===== src/rtl/irq_agg_pkg.sv =====
// Shared register indices and primary status bit positions for the
// interrupt aggregator. Bit positions are fixed because software decodes them.
package irq_agg_pkg;
    typedef enum logic [2:0] {
        IDX_PSTAT = 3'd0,
        IDX_PMASK = 3'd1,
        IDX_VSTAT = 3'd2,
        IDX_VMASK = 3'd3,
        IDX_PAYLD = 3'd4
    } reg_idx_e;

    localparam int PRIM_W       = 27;
    localparam int ASSERT_LSB   = 16;
    localparam int DEASSERT_LSB = 20;
    localparam int PEND_BIT     = 24;
endpackage


===== src/rtl/irq_w1c_bank.sv =====
// Bank of status bits: set by events, cleared by write-one-to-clear.
// Assumes set_i and clr_i are single-cycle; a set wins over a clear.
module irq_w1c_bank #(
    parameter int W = 8
) (
    input  logic         clk,
    input  logic         rst_n,
    input  logic [W-1:0] set_i,
    input  logic [W-1:0] clr_i,
    output logic [W-1:0] q_o
);
    // Update: drop cleared bits, then apply new events on top.
    always_ff @(posedge clk) begin
        if (!rst_n) q_o <= '0;
        else        q_o <= (q_o & ~clr_i) | set_i;
    end
endmodule


===== src/rtl/irq_rw_reg.sv =====
// Plain software-writable register with a parameterised reset value.
module irq_rw_reg #(
    parameter int         W       = 8,
    parameter logic [W-1:0] RST_VAL = '0
) (
    input  logic         clk,
    input  logic         rst_n,
    input  logic         we_i,
    input  logic [W-1:0] d_i,
    output logic [W-1:0] q_o
);
    // Load on write strobe, hold otherwise.
    always_ff @(posedge clk) begin
        if (!rst_n)    q_o <= RST_VAL;
        else if (we_i) q_o <= d_i;
    end
endmodule


===== src/rtl/irq_vec_unit.sv =====
// Message interrupt unit: per-vector status with mask, payload holding
// register, and the request that feeds the primary pending flag.
// Assumes at most one message per cycle.
module irq_vec_unit #(
    parameter int NUM_VEC = 32,
    parameter int PAY_W   = 16,
    localparam int VIDX_W = $clog2(NUM_VEC)
) (
    input  logic               clk,
    input  logic               rst_n,
    input  logic               msg_valid_i,
    input  logic [VIDX_W-1:0]  msg_vector_i,
    input  logic [PAY_W-1:0]   msg_payload_i,
    input  logic [NUM_VEC-1:0] stat_clr_i,
    input  logic               mask_we_i,
    input  logic [NUM_VEC-1:0] mask_d_i,
    output logic [NUM_VEC-1:0] vstat_o,
    output logic [NUM_VEC-1:0] vmask_o,
    output logic [PAY_W-1:0]   payload_o,
    output logic               pend_req_o
);
    logic [NUM_VEC-1:0] hit;

    // One decoder slice per vector.
    for (genvar v = 0; v < NUM_VEC; v++) begin : g_dec
        assign hit[v] = msg_valid_i && (msg_vector_i == VIDX_W'(v));
    end

    irq_w1c_bank #(.W(NUM_VEC)) u_vstat (
        .clk   (clk),
        .rst_n (rst_n),
        .set_i (hit),
        .clr_i (stat_clr_i),
        .q_o   (vstat_o)
    );

    irq_rw_reg #(.W(NUM_VEC), .RST_VAL({NUM_VEC{1'b1}})) u_vmask (
        .clk   (clk),
        .rst_n (rst_n),
        .we_i  (mask_we_i),
        .d_i   (mask_d_i),
        .q_o   (vmask_o)
    );

    // Capture the payload of every message received.
    always_ff @(posedge clk) begin
        if (!rst_n)           payload_o <= '0;
        else if (msg_valid_i) payload_o <= msg_payload_i;
    end

    // Request pending whenever an unmasked vector is set or arriving.
    always_comb begin
        pend_req_o = |((vstat_o | hit) & ~vmask_o);
    end
endmodule


===== src/rtl/irq_aggregator.sv =====
// Interrupt aggregator top: primary status/mask, message unit, register
// read mux and level summary interrupt. Assumes NUM_LINES fits the 4-bit
// slots at ASSERT_LSB/DEASSERT_LSB and DATA_W covers PRIM_W and NUM_VEC.
module irq_aggregator
    import irq_agg_pkg::*;
#(
    parameter int NUM_LINES = 4,
    parameter int NUM_VEC   = 32,
    parameter int PAY_W     = 16,
    parameter int DATA_W    = 32,
    parameter int ADDR_W    = 3,
    localparam int VIDX_W   = $clog2(NUM_VEC)
) (
    input  logic                 clk,
    input  logic                 rst_n,
    input  logic                 wr_en,
    input  logic [ADDR_W-1:0]    wr_addr,
    input  logic [DATA_W-1:0]    wr_data,
    input  logic [ADDR_W-1:0]    rd_addr,
    output logic [DATA_W-1:0]    rd_data,
    input  logic [NUM_LINES-1:0] intx_assert,
    input  logic [NUM_LINES-1:0] intx_deassert,
    input  logic                 msg_valid,
    input  logic [VIDX_W-1:0]    msg_vector,
    input  logic [PAY_W-1:0]     msg_payload,
    output logic                 irq
);
    logic                wr_pstat, wr_pmask, wr_vstat, wr_vmask;
    logic [PRIM_W-1:0]   prim_set, prim_clr;
    logic [PRIM_W-1:0]   prim_status_q, prim_mask_q;
    logic [NUM_VEC-1:0]  vstat_q, vmask_q, vclr;
    logic [PAY_W-1:0]    payload_q;
    logic                pend_req;

    // Write decode per register index.
    always_comb begin
        wr_pstat = wr_en && (wr_addr == ADDR_W'(IDX_PSTAT));
        wr_pmask = wr_en && (wr_addr == ADDR_W'(IDX_PMASK));
        wr_vstat = wr_en && (wr_addr == ADDR_W'(IDX_VSTAT));
        wr_vmask = wr_en && (wr_addr == ADDR_W'(IDX_VMASK));
    end

    // Gather primary status events into their fixed bit positions.
    always_comb begin
        prim_set = '0;
        prim_set[ASSERT_LSB   +: NUM_LINES] = intx_assert;
        prim_set[DEASSERT_LSB +: NUM_LINES] = intx_deassert;
        prim_set[PEND_BIT]                  = pend_req;
        prim_clr = wr_pstat ? wr_data[PRIM_W-1:0] : '0;
        vclr     = wr_vstat ? wr_data[NUM_VEC-1:0] : '0;
    end

    irq_w1c_bank #(.W(PRIM_W)) u_pstat (
        .clk   (clk),
        .rst_n (rst_n),
        .set_i (prim_set),
        .clr_i (prim_clr),
        .q_o   (prim_status_q)
    );

    irq_rw_reg #(.W(PRIM_W), .RST_VAL({PRIM_W{1'b1}})) u_pmask (
        .clk   (clk),
        .rst_n (rst_n),
        .we_i  (wr_pmask),
        .d_i   (wr_data[PRIM_W-1:0]),
        .q_o   (prim_mask_q)
    );

    irq_vec_unit #(.NUM_VEC(NUM_VEC), .PAY_W(PAY_W)) u_vec (
        .clk           (clk),
        .rst_n         (rst_n),
        .msg_valid_i   (msg_valid),
        .msg_vector_i  (msg_vector),
        .msg_payload_i (msg_payload),
        .stat_clr_i    (vclr),
        .mask_we_i     (wr_vmask),
        .mask_d_i      (wr_data[NUM_VEC-1:0]),
        .vstat_o       (vstat_q),
        .vmask_o       (vmask_q),
        .payload_o     (payload_q),
        .pend_req_o    (pend_req)
    );

    // Summary interrupt from unmasked primary status.
    always_comb begin
        irq = |(prim_status_q & ~prim_mask_q);
    end

    // Register read mux; unmapped indices read zero.
    always_comb begin
        case (rd_addr)
            ADDR_W'(IDX_PSTAT): rd_data = DATA_W'(prim_status_q);
            ADDR_W'(IDX_PMASK): rd_data = DATA_W'(prim_mask_q);
            ADDR_W'(IDX_VSTAT): rd_data = DATA_W'(vstat_q);
            ADDR_W'(IDX_VMASK): rd_data = DATA_W'(vmask_q);
            ADDR_W'(IDX_PAYLD): rd_data = DATA_W'(payload_q);
            default:            rd_data = '0;
        endcase
    end
endmodule


===== config.mk =====
export PLATFORM = sky130hd
export DESIGN_NAME = irq_aggregator
export DESIGN_NICKNAME = d
export VERILOG_FILES = /design/src/rtl/irq_agg_pkg.sv /design/src/rtl/irq_w1c_bank.sv /design/src/rtl/irq_rw_reg.sv /design/src/rtl/irq_vec_unit.sv /design/src/rtl/irq_aggregator.sv
export SDC_FILE = /design/constraint.sdc
export NUM_CORES = 1
export LEC_CHECK = 0
export CAP_MARGIN = 20
export CORE_UTILIZATION = 50
export CTS_CLUSTER_SIZE = 30
export DETAILED_ROUTE_END_ITERATION = 7
export PLACE_DENSITY = 0.74
export REMOVE_ABC_BUFFERS = 1
export SYNTH_ARGS = -nofsm -noshare
export SYNTH_HDL_FRONTEND = slang
export SYNTH_SLANG_ARGS = --single-unit
export TNS_END_PERCENT = 10

===== constraint.sdc =====
create_clock -name clk -period 4.2 [get_ports clk]
set_input_delay 1.05 -clock clk [delete_from_list [all_inputs] [get_ports clk]]
set_output_delay 1.05 -clock clk [all_outputs]
set_load 0.005 [all_outputs]

==> results.yml <==
drt:
  detailedRoute.firstPassIterationCount: 7
  wire_per_inst_um: 20.2
  detail_route.wirelength_um: 22100
  route.top_layer_used: "met4"
  drt.antenna.violating_nets: 0
  wl_met3_um: 1660
  route.detailed.drc: 0
  routed_via_density: 6.06
  m1WireLength_um: 9430
  drt_iter0_drc: 754
  detailroute.via_count: 6637
  wl_met2_um: 10400
timing:
  clock_skew_ns: 0.00610
  final-max-slew-violation-count: 0
  grt_setup_unrepaired: "no"
  whs_ns: 0.450
  report.final.hold_viol_count: 0
  fmaxAchievable_ghz: 0.253
  worst_slack_ns: 0.254
  total_of_endpoints_with_negative_setup_slack_in_the_final_report: 0
  maxSlewHeadroom_pct: 37.2
  setup_total_negative_slack_ns: 0
  fin_crit_period_ns: 3.95
  transition_at_the_pin_with_the_smallest_max_transition_slack_ns: 0.941
  period_share_pct: 94.0
critical_path:
  startpoint_type: "input port"
  data_required_critical_path_ns: 3.15
  crit-reg2reg-launch: "u_vec.u_vstat.q_o[7]"
  critical_path_type: "in2out"
  timing.critical_path.fanout_max: 9
  startpoint_of_the_worst_setup_timing_path: "rd_addr[2]"
  timing.critical_path.arrival_ns: 2.90
  cp-end-kind: "output pin"
clock_tree:
  cts_setup_buffers: 0
  tritoncts: "done"
  clk-insertion-delay-late_ns: 0.43
  cts_buffer_depth: 2
  numCtsBuffers: 17
  postCtsResizedCells: 0
  clk_pin_slew_worst_paths_ns: 0.06
  htree_num_levels: 4
  cts_root_buffer: "sky130_fd_sc_hd__clkbuf_16"
  cts-hold-fix-buffers: 0
  tritoncts_num_sinks: 134
finish:
  multi_input_comb_area_mm2: 0.00352
  syn_to_final_growth_pct: 28.8
  sequential_cell_area_mm2: 0.00268
  layout_cell_share_with_drive_strength_beyond_1_pct: 9.52
  final_nets: 982
  finalNonFillerCells: 1096
  antennaDiodeCount: 0
  layout.filler_cells: 1037
placed_design:
  detailedPlace.worstSlack_ns: 0.257
  portBuffers: 103
  hpwlAfterDp_um: 14900
  gp_routability_congestion: 0.910
  number_of_placed_instances_with_taps_included: 1064
worst_hold_path:
  hold_start: "u_pstat.q_o[7]"
  hold_class: "reg2reg"
power:
  power.switching_mw: 0.816
  power_report.internal_total_mw: 2.73
  fin_total_pwr_mw: 3.54
  p_per_area_mw_per_mm2: 413
  ir_drop_mv: 0.246
  clockPowerShare_pct: 50.3
  power_frac_seq_pct: 37.9
  combinationalPowerShare_pct: 11.8
  leakage_nw: 3.40
  switching_share_pct: 23.0
global_route:
  grt_overflow: 0
  grt_util_all_layers_pct: 32.8
  grt_antenna_before_repair: 0
  grt_pass1_wl_um: 35000
  grt_max_degree: 99
  grt_pass1_vias: 6484
logic_synthesis:
  yosys_register_bits: 134
  synth_area_mm2: 0.00666
  number_of_instances_in_the_synthesized_netlist: 823
  synthArstFlopShare_pct: 0
  synth.distinct_cells: 52
  synth-main-ff-cell: "sky130_fd_sc_hd__dfxtp_1"
  seq_area_frac_synth_pct: 40.3
  syn-mean-instance-area_um2: 8.09
  yosys_warnings: 0
  edff_count_synth: 0
floorplanning:
  initial_core_util_pct: 51.9
  floorplan.rows: 41
  core_region_area_mm2: 0.0128
  number_of_primary_i_o_pins: 104
  floorplan.die.height_um: 117
  die_area_mm2: 0.0138
  die_width_um: 117
outcome:
  status: "finished clean"
job:
  max_cap_violations: 0
-- per-stage QoR --
stage / util [%] / cell area, µm²
finish: 66.9 / 8580
global route: 66.9 / 8580
CTS: 66.9 / 8580
detailed placement: 61.4 / 7870
global placement: 61.4 / 7870
floorplan: - / 6390
-- layout by cell type (no fill, tap or decap), types with 6 or more instances in the layout --
cell	count
sky130_fd_sc_hd__nor3_1	7
sky130_fd_sc_hd__nor2_1	23
sky130_fd_sc_hd__a22oi_1	43
sky130_fd_sc_hd__o211ai_1	16
sky130_fd_sc_hd__nor3b_1	6
sky130_fd_sc_hd__bufinv_16	7
sky130_fd_sc_hd__inv_1	52
sky130_fd_sc_hd__buf_4	28
sky130_fd_sc_hd__clkbuf_16	17
sky130_fd_sc_hd__o22ai_1	33
sky130_fd_sc_hd__mux4_2	11
sky130_fd_sc_hd__mux2_2	9
sky130_fd_sc_hd__clkdlybuf4s50_1	100
sky130_fd_sc_hd__o21ai_0	9
sky130_fd_sc_hd__nand2_1	155
sky130_fd_sc_hd__o21a_1	9
sky130_fd_sc_hd__a21oi_1	58
sky130_fd_sc_hd__mux2i_1	21
sky130_fd_sc_hd__nand3_1	45
sky130_fd_sc_hd__dfxtp_1	134
sky130_fd_sc_hd__nor2b_1	73
-- Yosys cell counts (4+ instances only) --
master | count | area (µm²)
sky130_fd_sc_hd__a22oi_1 | 43 | 323
sky130_fd_sc_hd__mux4_2 | 11 | 248
sky130_fd_sc_hd__o21ai_0 | 9 | 45.0
sky130_fd_sc_hd__a21oi_1 | 58 | 290
sky130_fd_sc_hd__a32oi_1 | 5 | 43.8
sky130_fd_sc_hd__o22ai_1 | 33 | 206
sky130_fd_sc_hd__nor3_1 | 7 | 35.0
sky130_fd_sc_hd__o211ai_1 | 16 | 120
sky130_fd_sc_hd__nand4_1 | 4 | 25.0
sky130_fd_sc_hd__o21a_1 | 9 | 67.6
sky130_fd_sc_hd__nor4_1 | 4 | 25.0
sky130_fd_sc_hd__nand2b_1 | 5 | 31.3
sky130_fd_sc_hd__nor2_1 | 24 | 90.1
sky130_fd_sc_hd__a2111oi_0 | 5 | 43.8
sky130_fd_sc_hd__nand2_1 | 155 | 582
sky130_fd_sc_hd__clkbuf_1 | 48 | 180
sky130_fd_sc_hd__buf_2 | 7 | 35.0
sky130_fd_sc_hd__nand3_1 | 45 | 225
sky130_fd_sc_hd__nor3b_1 | 6 | 45.0
sky130_fd_sc_hd__mux2_2 | 9 | 101
sky130_fd_sc_hd__mux2i_1 | 21 | 210
sky130_fd_sc_hd__inv_1 | 52 | 195
sky130_fd_sc_hd__nor2b_1 | 73 | 457
sky130_fd_sc_hd__dfxtp_1 | 134 | 2680
-- logic make-up (layout without fill, tap and decap cells) --
logic type	after synthesis	in the layout	share of synthesized area, %
AOI/OAI and AO/OA	196	196	19.5
buffers and inverters	115	216	6.92
DFF	134	134	40.3
muxes	41	41	8.40
and+or+nand+nor	337	337	24.9
-- worst paths after layout --
check / to / slack (ns) / cells after the start
worst max register to register: u_pstat.q_o[24] / 2.12 / 5
worst min-delay path: u_pstat.q_o[7] / 0.45 / 2
worst max-delay path: rd_data[15] / 0.25 / 6
worst min register to register: u_pstat.q_o[7] / 0.45 / 2
-- metal layers --
layer,vias up,track usage (%)
met3,51,6.52
met5,-,0
met2,365,52.7
li1,3061,-
met4,0,12.9
met1,3160,43.1
-- power groups by stage --
stage | clock, mW | sequential (mW) | combinational (mW)
3_5_place_dp | 0 | 1.37 | 0.409
3_3_place_gp | 0 | 1.37 | 0.402
5_1_grt | 1.85 | 1.35 | 0.446
2_1_floorplan | 0 | 1.36 | 0.163
4_1_cts | 1.79 | 1.34 | 0.413
6_report | 1.78 | 1.34 | 0.417
-- sequential cells by signal (all words and copies together) (netlist names) --
name,flops
u_pstat.q_o,27
u_vec.payload_o,16
u_vec.u_vmask.q_o,32
u_pmask.q_o,27
u_vec.u_vstat.q_o,32
-- worst max-delay path, stage by stage --
cell and delay (ns):
sky130_fd_sc_hd__clkdlybuf4s50_1 0.61, sky130_fd_sc_hd__nor2b_1 0.21, sky130_fd_sc_hd__buf_4 0.23, sky130_fd_sc_hd__a22oi_1 0.10
sky130_fd_sc_hd__o22ai_1 0.16, sky130_fd_sc_hd__clkdlybuf4s50_1 0.53
-- final cells by class --
| cell class | instances | share of cell area, % |
|---|---|---|
| timing repair buffer | 132 | 14.7 |
| clock inverter | 12 | 2.89 |
| tap | 172 | 2.51 |
| inverter | 52 | 2.28 |
| clock buffer | 20 | 5.33 |
| multi-input combinational | 574 | 41.0 |
| sequential | 134 | 31.3 |
Power figures use the tool's default switching activity.
